<file path="config.mk">
export PLATFORM = sky130hd
export DESIGN_NAME = tsoStoreBuffer
export DESIGN_NICKNAME = d
export VERILOG_FILES = /design/src/rtl/tsoBufPkg.sv /design/src/rtl/storeBufDatapath.sv /design/src/rtl/storeBufControl.sv /design/src/rtl/tsoStoreBuffer.sv
export SDC_FILE = /design/constraint.sdc
export NUM_CORES = 1
export LEC_CHECK = 0
export BUFFER_PORTS_ARGS = -buffer_cell sky130_fd_sc_hd__buf_4
export CAP_MARGIN = 25
export CELL_PAD_IN_SITES_DETAIL_PLACEMENT = 0
export CELL_PAD_IN_SITES_GLOBAL_PLACEMENT = 1
export CORE_MARGIN = 3
export CORE_UTILIZATION = 48
export CTS_CLUSTER_SIZE = 16
export DETAILED_ROUTE_END_ITERATION = 7
export HOLD_SLACK_MARGIN = 0.03
export PLACE_DENSITY_LB_ADDON = 0.1
export SLEW_MARGIN = 20
export SYNTH_ARGS = -nofsm -noshare
export SYNTH_HDL_FRONTEND = slang
export SYNTH_SLANG_ARGS = --single-unit
</file>
<file path="constraint.sdc">
create_clock -name clk -period 3.8 [get_ports clk]
set_input_delay 0.57 -clock clk [delete_from_list [all_inputs] [get_ports clk]]
set_output_delay 0.57 -clock clk [all_outputs]
set_load 0.05 [all_outputs]
</file>
<file path="src/rtl/tsoBufPkg.sv">
package tsoBufPkg;

  // Operation code on the core port
  typedef enum logic [1:0] {
    OP_LOAD  = 2'b00,
    OP_STORE = 2'b01,
    OP_FENCE = 2'b10,
    OP_RSVD  = 2'b11
  } opKind_e;

  // Fence type: first letter is the older access, second the younger one
  typedef enum logic [1:0] {
    FN_RR = 2'b00,
    FN_WR = 2'b01,
    FN_RW = 2'b10,
    FN_WW = 2'b11
  } fenceKind_e;

  typedef enum logic {
    ST_IDLE   = 1'b0,
    ST_LDWAIT = 1'b1
  } ctlState_e;

  // Strobes from control to datapath
  typedef struct packed {
    logic push;      // enqueue the core's store
    logic pop;       // head entry accepted by memory
    logic selWrite;  // memory address comes from the head entry
    logic fromMem;   // load result comes from memory read data
  } bufStrobe_t;

endpackage

</file>
<file path="src/rtl/storeBufDatapath.sv">
module storeBufDatapath
  import tsoBufPkg::*;
#(
  parameter int ADDR_W = 16,
  parameter int DATA_W = 32,
  parameter int DEPTH  = 4   // power of two, at least 2
) (
  input  logic              clk,
  input  logic              rstN,
  input  bufStrobe_t        strobe,
  input  logic [ADDR_W-1:0] inAddr,
  input  logic [DATA_W-1:0] inData,
  input  logic [DATA_W-1:0] memRdata,
  output logic              bufFull,
  output logic              bufEmpty,
  output logic              bufHit,
  output logic [DATA_W-1:0] ldData,
  output logic [ADDR_W-1:0] memAddr,
  output logic [DATA_W-1:0] memWdata
);

  localparam int PTR_W = $clog2(DEPTH);
  localparam int CNT_W = $clog2(DEPTH + 1);

  logic [ADDR_W-1:0] addrMem [DEPTH];
  logic [DATA_W-1:0] dataMem [DEPTH];
  logic [PTR_W-1:0]  headPtr, tailPtr;
  logic [CNT_W-1:0]  count;

  logic [DEPTH-1:0]  matchVec;
  logic [DATA_W-1:0] slotData [DEPTH];
  logic [DATA_W-1:0] fwdData;

  assign bufFull  = (count == CNT_W'(DEPTH));
  assign bufEmpty = (count == '0);

  // Storage, no reset needed: occupancy is tracked by the pointers
  always_ff @(posedge clk) begin
    if (strobe.push) begin
      addrMem[tailPtr] <= inAddr;
      dataMem[tailPtr] <= inData;
    end
  end

  always_ff @(posedge clk or negedge rstN) begin
    if (!rstN) begin
      headPtr <= '0;
      tailPtr <= '0;
      count   <= '0;
    end else begin
      if (strobe.push) tailPtr <= tailPtr + 1'b1;
      if (strobe.pop)  headPtr <= headPtr + 1'b1;
      case ({strobe.push, strobe.pop})
        2'b10:   count <= count + 1'b1;
        2'b01:   count <= count - 1'b1;
        default: count <= count;
      endcase
    end
  end

  // One comparator per slot, slots numbered by age (0 = oldest)
  for (genvar g = 0; g < DEPTH; g++) begin : gSlot
    logic [PTR_W-1:0] slotIdx;
    assign slotIdx     = headPtr + PTR_W'(g);
    assign matchVec[g] = (CNT_W'(g) < count) && (addrMem[slotIdx] == inAddr);
    assign slotData[g] = dataMem[slotIdx];
  end

  // Youngest match wins: later slots overwrite earlier ones
  always_comb begin
    fwdData = '0;
    for (int i = 0; i < DEPTH; i++) begin
      if (matchVec[i]) fwdData = slotData[i];
    end
  end

  assign bufHit   = |matchVec;
  assign ldData   = strobe.fromMem ? memRdata : fwdData;
  assign memAddr  = strobe.selWrite ? addrMem[headPtr] : inAddr;
  assign memWdata = dataMem[headPtr];

  // control never enqueues into a full queue
  assert_no_overflow_R2: assert property (@(posedge clk) disable iff (!rstN)
    strobe.push && !strobe.pop |-> count < CNT_W'(DEPTH));

  // memory only accepts a write while an entry is held
  assert_pop_nonempty_R3: assert property (@(posedge clk) disable iff (!rstN)
    strobe.pop |-> count != '0);

endmodule

</file>
<file path="src/rtl/storeBufControl.sv">
module storeBufControl
  import tsoBufPkg::*;
(
  input  logic       clk,
  input  logic       rstN,
  input  logic       reqValid,
  input  logic [1:0] reqKind,
  input  logic [1:0] reqFence,
  input  logic       memReady,
  input  logic       memRvalid,
  input  logic       bufFull,
  input  logic       bufEmpty,
  input  logic       bufHit,
  output logic       reqReady,
  output logic       memValid,
  output logic       memWrite,
  output bufStrobe_t strobe
);

  ctlState_e state;
  logic wrLock;      // a write offer is pending and must be held
  logic isLoad, isStore, isFence;
  logic loadMiss, issueRead, issueWrite;

  assign isLoad  = (reqKind == OP_LOAD);
  assign isStore = (reqKind == OP_STORE);
  assign isFence = (reqKind == OP_FENCE);

  always_comb begin
    loadMiss   = (state == ST_IDLE) && reqValid && isLoad && !bufHit;
    issueRead  = loadMiss && !wrLock;
    issueWrite = (state == ST_IDLE) && !issueRead && !bufEmpty;
    memValid   = issueRead || issueWrite;
    memWrite   = issueWrite;

    reqReady = 1'b0;
    if (state == ST_LDWAIT)  reqReady = isLoad && memRvalid;
    else if (isLoad)         reqReady = bufHit;
    else if (isStore)        reqReady = !bufFull;
    else if (isFence)        reqReady = (reqFence == FN_WR) ? bufEmpty : 1'b1;

    strobe.push     = reqValid && isStore && reqReady;
    strobe.pop      = issueWrite && memReady;
    strobe.selWrite = issueWrite;
    strobe.fromMem  = (state == ST_LDWAIT);
  end

  always_ff @(posedge clk or negedge rstN) begin
    if (!rstN) begin
      state  <= ST_IDLE;
      wrLock <= 1'b0;
    end else begin
      wrLock <= issueWrite && !memReady;
      case (state)
        ST_IDLE:   if (issueRead && memReady) state <= ST_LDWAIT;
        ST_LDWAIT: if (memRvalid)             state <= ST_IDLE;
        default:                              state <= ST_IDLE;
      endcase
    end
  end

  // nothing else goes to memory while a read is outstanding
  assert_one_read_R6: assert property (@(posedge clk) disable iff (!rstN)
    state == ST_LDWAIT |-> !memValid);

  // a forwarded load never reaches memory
  assert_fwd_no_read_R5: assert property (@(posedge clk) disable iff (!rstN)
    (state == ST_IDLE && reqValid && isLoad && bufHit) |-> !(memValid && !memWrite));

  // a write-read fence only completes with nothing left to write
  assert_fence_drained_R8: assert property (@(posedge clk) disable iff (!rstN)
    (reqValid && isFence && reqFence == FN_WR && reqReady) |-> !memWrite);

endmodule

</file>
<file path="src/rtl/tsoStoreBuffer.sv">
module tsoStoreBuffer
  import tsoBufPkg::*;
#(
  parameter int ADDR_W = 16,
  parameter int DATA_W = 32,
  parameter int DEPTH  = 4
) (
  input  logic              clk,
  input  logic              rstN,
  input  logic              reqValid,
  output logic              reqReady,
  input  logic [1:0]        reqKind,
  input  logic [1:0]        reqFence,
  input  logic [ADDR_W-1:0] reqAddr,
  input  logic [DATA_W-1:0] reqWdata,
  output logic [DATA_W-1:0] ldData,
  output logic              memValid,
  input  logic              memReady,
  output logic              memWrite,
  output logic [ADDR_W-1:0] memAddr,
  output logic [DATA_W-1:0] memWdata,
  input  logic              memRvalid,
  input  logic [DATA_W-1:0] memRdata
);

  bufStrobe_t strobe;
  logic bufFull, bufEmpty, bufHit;

  storeBufControl uCtl (
    .clk      (clk),
    .rstN     (rstN),
    .reqValid (reqValid),
    .reqKind  (reqKind),
    .reqFence (reqFence),
    .memReady (memReady),
    .memRvalid(memRvalid),
    .bufFull  (bufFull),
    .bufEmpty (bufEmpty),
    .bufHit   (bufHit),
    .reqReady (reqReady),
    .memValid (memValid),
    .memWrite (memWrite),
    .strobe   (strobe)
  );

  storeBufDatapath #(
    .ADDR_W(ADDR_W),
    .DATA_W(DATA_W),
    .DEPTH (DEPTH)
  ) uDp (
    .clk     (clk),
    .rstN    (rstN),
    .strobe  (strobe),
    .inAddr  (reqAddr),
    .inData  (reqWdata),
    .memRdata(memRdata),
    .bufFull (bufFull),
    .bufEmpty(bufEmpty),
    .bufHit  (bufHit),
    .ldData  (ldData),
    .memAddr (memAddr),
    .memWdata(memWdata)
  );

  // an unaccepted write offer is held unchanged
  assert_write_held_R10: assert property (@(posedge clk) disable iff (!rstN)
    memValid && memWrite && !memReady |=>
      memValid && memWrite && $stable(memAddr) && $stable(memWdata));

endmodule

</file>
### After elaboration in Yosys (flattened, before gate mapping)

Memories as Yosys holds them, arrays and structs flattened.
Index checks and enable logic that the tools add are counted.

| word-level totals | value |
|---|---|
| input bits | 89 |
| memories | 2 |
| bits in registers | 9 |
| memory bits (writable) | 192 |
| output and inout port bits | 83 |

Memories:

| name | words | bits a word | rd ports | clocked after memory_dff | write ports | RTL line | source |
|---|---|---|---|---|---|---|---|
| uDp.dataMem | 4 | 32 | 4 | 0 | 1 | storeBufDatapath.sv:26 | `logic [DATA_W-1:0] dataMem [DEPTH];` |
| uDp.addrMem | 4 | 16 | 4 | 0 | 1 | storeBufDatapath.sv:25 | `logic [ADDR_W-1:0] addrMem [DEPTH];` |

| cells by class | value |
|---|---|
| reductions and logical operators | 27 |
| bitwise gates (word level) | 1 |
| $add $sub $neg | 6 |
| multiplexer cells | 17 |
| order comparisons | 4 |
| equality and inequality tests | 10 |

Operator list:

| operator | count |
|---|---|
| $mux 32 | 5 |
| $eq 16x16->1 | 4 |
| $logic_and 1x1->1 | 16 |
| $mux 16 | 1 |
| $mux 1 | 9 |
| $eq 2x1->1 const B | 3 |
| $logic_not 1->1 | 6 |
| $lt 1x3->1 const A | 2 |
| $lt 2x3->1 const A | 2 |
| $pmux 3 s2 | 1 |
| $add 2x1->2 const B | 2 |
| $add 2x2->2 const B | 2 |
| $eq 2x2->1 const B | 2 |
| $reduce_or 4->1 | 1 |
| $add 3x1->3 const B | 1 |
| $eq 3x3->1 const B | 1 |
| $logic_not 3->1 | 1 |
| $sub 3x1->3 const B | 1 |
| $logic_not 2->1 | 1 |
| $pmux 1 s2 | 1 |
| $reduce_bool 2->1 | 1 |
| $logic_or 1x1->1 | 1 |
| $not 1->1 | 1 |

### Longest topological paths before layout

An unclocked memory read counts as a cell.

| logic depth | value |
|---|---|
| depth in word-level cells | 14 |
| depth in mapped cells | 17 |
| depth with buffers taken out | 13 |

### Modules after synthesis

From an unflattened synthesis, not the netlist that was laid out.

| second synthesis, totals | value |
|---|---|
| cells, all modules | 1177 |
| area, all modules | 13594.3 µm² |

By module, submodules not included:

| module | times used | seq. area each (µm²) | area an instance (µm²) | cells an instance |
|---|---|---|---|---|
| storeBufDatapath | 1 | 5940.7 | 13405.4 | 1157 |
| storeBufControl | 1 | 50.0 | 188.9 | 20 |

### Least setup slack after synthesis

Ideal clock, no wire load.

| timing path | value |
|---|---|
| path kind | flip-flop to output port |
| start point | register uDp.headPtr[0] |
| end point | output ldData[21] |
| arrival | 4.048 ns |
| path buffers | 8 |
| path slack | -0.818 ns |
| cell stages (with the launch flop) | 12 |
| path through | dfrtp_1 -> buf_6 -> buf_12 -> buf_12 -> buf_4 -> buf_2 -> buf_2 -> buf_1 -> buf_1 -> mux2i_1 -> a21oi_1 -> o211ai_1 |

| on the way | value |
|---|---|
| elaborated cells between the ends (all ways) | 18 |
| those cells by class | add/sub (3); eq/ne (4); mux (5); reduce/logical (4); memory (2) |

RTL lines:

| element | RTL line | source |
|---|---|---|
| from (decl) | storeBufDatapath.sv:27 | `logic [PTR_W-1:0] headPtr, tailPtr;` |
| from (signal assigned) | storeBufDatapath.sv:52 | `if (strobe.pop) headPtr <= headPtr + 1'b1;` |
| $mem_v2 4x32 | -- |  |
| named net memWdata[21] | tsoStoreBuffer.sv:21 | `output logic [DATA_W-1:0] memWdata,` |
| $mux 32 (4 in a row) | storeBufDatapath.sv:73 | `if (matchVec[i]) fwdData = slotData[i];` |
| $mux 32 | storeBufDatapath.sv:78 | `assign ldData = strobe.fromMem ? memRdata : fwdData;` |
| to (decl) | tsoStoreBuffer.sv:16 | `output logic [DATA_W-1:0] ldData,` |

The timed path passes the listed nets, and every way through them passes these cells.

### Worst setup path in the final report

| timing path | value |
|---|---|
| start point | register uDp.headPtr[1] |
| end point | output ldData[0] |

| on the way | value |
|---|---|
| cells in the longest elaborated chain, start to end | 8 |
| elaborated cells between the ends (all ways) | 18 |
| those cells by class | add/sub (3); eq/ne (4); mux (5); reduce/logical (4); memory (2) |

Ends and longest elaborated chain:

| element | RTL line | source |
|---|---|---|
| $add 2x1->2 or $mem_v2 4x16 (tied branches) | -- |  |
| $mem_v2 4x16 or $eq 16x16->1 (tied branches) | -- |  |
| $eq 16x16->1 or $logic_and 1x1->1 (tied branches) | storeBufDatapath.sv:65 | `assign matchVec[g] = (CNT_W'(g) < count) && (addrMem[slotIdx] == inAddr);` |
| $logic_and 1x1->1 or $mux 32 (tied branches) | storeBufDatapath.sv:65, storeBufDatapath.sv:73 |  |
| $mux 32 (2 in a row) | storeBufDatapath.sv:73 |  |
| $mux 32 (*) | storeBufDatapath.sv:73 |  |
| $mux 32 (*) | storeBufDatapath.sv:78 |  |

Mark *: on every way between the ends. The rest lies on a longest branch, timed or not.

==> results.md <==
Final layout:
- 0 antenna diodes ended up in the layout.
- The post-route netlist has 41.6% of its cells at a drive strength greater than 1.
- Once layout is complete, the utilization of the core stands at 65.0%.
- In the layout the commonest cells are buf_4, edfxtp_1, mux2i_1.
- The final design area excluding fillers is 0.0178 sq mm.
- The final layout contains 1435 nets.
- The layout overhead on the synthesized area is 31.2%.
- The library cell used most frequently in the layout, excluding fill and tap cells, is buf_4.

Routing:
- Detailed routing inserted a total of 10100 vias.
- The total wire length is 38000 um.
- The detail-routed net length per standard cell is 22.0 um.
- The iteration-0 DRC count of the detailed router is 780.
- The ratio of routed vias to standard cells is 5.87.
- The count of nets left with antenna violations once routing finished came out at 0.
- The first TritonRoute pass finished after 5 iterations.
- The number of DRC violations after detailed routing is 0.

Logic synthesis:
- The cell area that synthesis handed to floorplanning was 0.0135 sq mm.
- During synthesis, Yosys emitted a total of 0 warnings.
- Synthesis produced a netlist whose cell count is 1088.
- The post-synth net total is 1186.
- The flip-flop and latch count after synthesis is 201.
- The most used flip-flop cell after synthesis is edfxtp_1.
- The average instance in the mapped netlist occupies 12.4 sq um.
- The proportion of synthesized flip-flops having asynchronous set or reset is 4.48%.
- The number of enable-type register cells in the synthesized netlist is 192.
- The number of distinct standard cells referenced by the synthesized netlist is 64.
- The fraction of the yosys area taken by sequential cells is 44.2%.

Global routing:
- The total routing usage reported by global routing is 23.1%.
- The largest net degree at the start of global routing is 69.
- The first global-routing pass estimated 56000 um of wire.
- The total overflow left after global routing is 0.
- The number of antenna violations at the first check in global routing came to 2.
- The via count of the first global-routing pass is 10100.

STA:
- Across all setup checks in the final design, the least slack found is -767 ps.
- The final worst clock skew is 18.7 ps.
- For the pin with the worst max-slew slack, the measured transition is 808 ps.
- The final-report hold violation count is 0.
- The top achievable clock speed is 219 MHz.
- Counting I/O delays and the setup requirement, the final critical path takes 4570 ps.
- The number of max-slew violations in the final report is 0.
- The worst path uses 120% of the clock period.
- The headroom to the max-slew limit is 46.1%.
- The setup violation total in the final timing report is 51.
- The final setup TNS is -35470 ps.
- Setup repair after global routing could not meet its margin everywhere.

Floorplanning:
- The number of top-level pins is 172.
- In this run the standard cell core region covers 0.0273 sq mm.
- The placement row count is 60.
- The die outline height is 174 um.
- In this run the horizontal extent of the chip is 174 um.
- Once the floorplan was initialized, standard cells occupied 49.6% of the core.
- The area of the die is 0.0303 sq mm.

Outcome:
- The run finished, with violations left.
- The final reports fail on setup timing.

Worst setup path:
- The nature of the critical path startpoint is a register.
- In this run the worst path has a maximum fanout of 18.
- The critical path class is reg -> out.
- The critical path capture point type is an output pin.
- The data required time at the worst endpoint is 3230 ps.
- The critical path data arrival time is 4000 ps.

Min path:
- The tightest min-delay check is of the in -> reg type.

Clocking:
- TritonCTS built the clock tree.
- The maximum level of the CTS H-tree is 1.
- The clock slew seen by the registers of the worst setup and hold paths is 60 ps.
- The library cell used as clock root buffer is clkbuf_16.
- Counting along the longest clock path gives a buffer depth of 3.
- The clock sink count is 201.
- The number of buffers added by the clock tree synthesis step is 24.
- The clock latency on the worst-skew pair is 530 ps.

Placement:
- The routability congestion estimate from global placement is 0.855.
- The placed instances occupy a cell area of 0.0162 sq mm.
- The HPWL after detailed placement is 24000 um.
- Input and output buffers added on the ports amount to 171.

Pwr:
- The worst ir drop on vdd is 0.662 mV.
- The cell leakage power is 6.70 nW.
- Dividing total power by cell area gives a power density of 764 mW/mm^2.

Job:
- The number of maximum-capacitance violations is 0.
state kept, by name, indices dropped and copies added, names as in the netlist:
signal	count
uDp.headPtr	2
uCtl.wrLock	1
uDp.count	3
uCtl.state	1
uDp.tailPtr	2
uDp.addrMem	64
uDp.dataMem	128
cell usage after synthesis, types with 11 or more instances:
cell | number | area [sq um]
o21ai_0 | 13 | 65.1
xnor2_1 | 43 | 377
edfxtp_1 | 192 | 5770
nand2_1 | 46 | 173
o21ba_2 | 28 | 280
buf_6 | 15 | 169
inv_1 | 11 | 41.3
mux2i_1 | 213 | 2130
mux4_2 | 20 | 450
or3_1 | 56 | 350
mux2_2 | 38 | 428
o21a_1 | 28 | 210
buf_1 | 18 | 67.6
xor2_1 | 32 | 280
nor2_1 | 39 | 146
buf_2 | 15 | 75.1
a21oi_1 | 40 | 200
a221o_1 | 28 | 280
mux4_1 | 16 | 420
o211ai_1 | 31 | 233
clkbuf_1 | 32 | 120
nor3_1 | 13 | 65.1
repair_timing:
item	CTS	global route
endpoints found under the hold margin	9	0
gates cloned	0	8
pin swaps	6	24
gates resized for setup	55	83
buffers inserted	4	18
setup endpoints to repair	79	62
hold buffers	1	0
layer usage:
metal	vias up	track usage, %	part of all wire (%)
met1	5072	29.5	41
met3	66	3.52	4.9
met2	258	40.5	51
met5	-	0	0.071
li1	4725	-	-
met4	4	7.31	2.8
cells by family (layout without fill, tap and decap cells):
kind of cell	after synthesis	in the layout	synth area share, %
simple gates	197	197	7.68
xor+xnor	75	75	4.85
compound gates	200	200	11.4
mux	294	294	25.9
flops	201	201	44.2
fa+ha+maj	9	9	0.831
buf+inv	112	378	5.06
critical path, cell delays in order, from the launching register on:
cell,delay [ps]
dfrtp_4,500
buf_12,180
mux4_2,540
xnor2_2,150
nand4_1,200
nor4b_2,290
nand4_1,240
buf_6,210
buf_6,130
clkbuf_16,180
o21a_1,190
a221o_1,320
o211ai_1,80
buf_4,220
worst paths after layout:
path | from | to | slack (ps) | cells past startpoint
max reg2reg | uDp.headPtr[0]$_DFFE_PN0P_ | uDp.count[2]$_DFFE_PN0P_ | 200 | 17
min in group asynchronous | rstN | uCtl.state$_DFF_PN0_ | 410 | 2
max | uDp.headPtr[1]$_DFFE_PN0P_ | ldData[0] | -770 | 13
min reg2reg | uDp.count[0]$_DFFE_PN0P_ | uDp.count[0]$_DFFE_PN0P_ | 600 | 1
max in group asynchronous | rstN | uDp.headPtr[1]$_DFFE_PN0P_ | 3220 | 2
min | memRvalid | uCtl.state$_DFF_PN0_ | 220 | 2
power by group:
part	switching, W	internal, W	total, W
clock	0.000886	0.00126	0.00214
combinational	0.00481	0.00394	0.00875
sequential	0.000100	0.00259	0.00269
total	0.00580	0.00778	0.0136
area by class of cell:
class / count / area, sq um
Clock buffer: 27 / 633
Inverter: 11 / 41.3
Fill cell: 2156 / 9560
Tap cell: 372 / 465
Multi-Input combinational cell: 775 / 7530
Timing Repair Buffer: 324 / 2990
Clock inverter: 16 / 105
Sequential cell: 201 / 6000
stage by stage:
step | power (W) | std cells | hold slack [ps] | setup WS [ps]
after floorplan | 0.00891 | 1088 | 274 | -107
after global placement | 0.0108 | 1654 | 413 | -371
after detailed placement | 0.0109 | 1655 | 413 | -417
final | 0.0136 | 1726 | 221 | -767
after global routing | 0.0142 | 1726 | 214 | -889
after CTS | 0.0133 | 1702 | 204 | -693
Note: power is estimated with default switching activity, not from simulation.
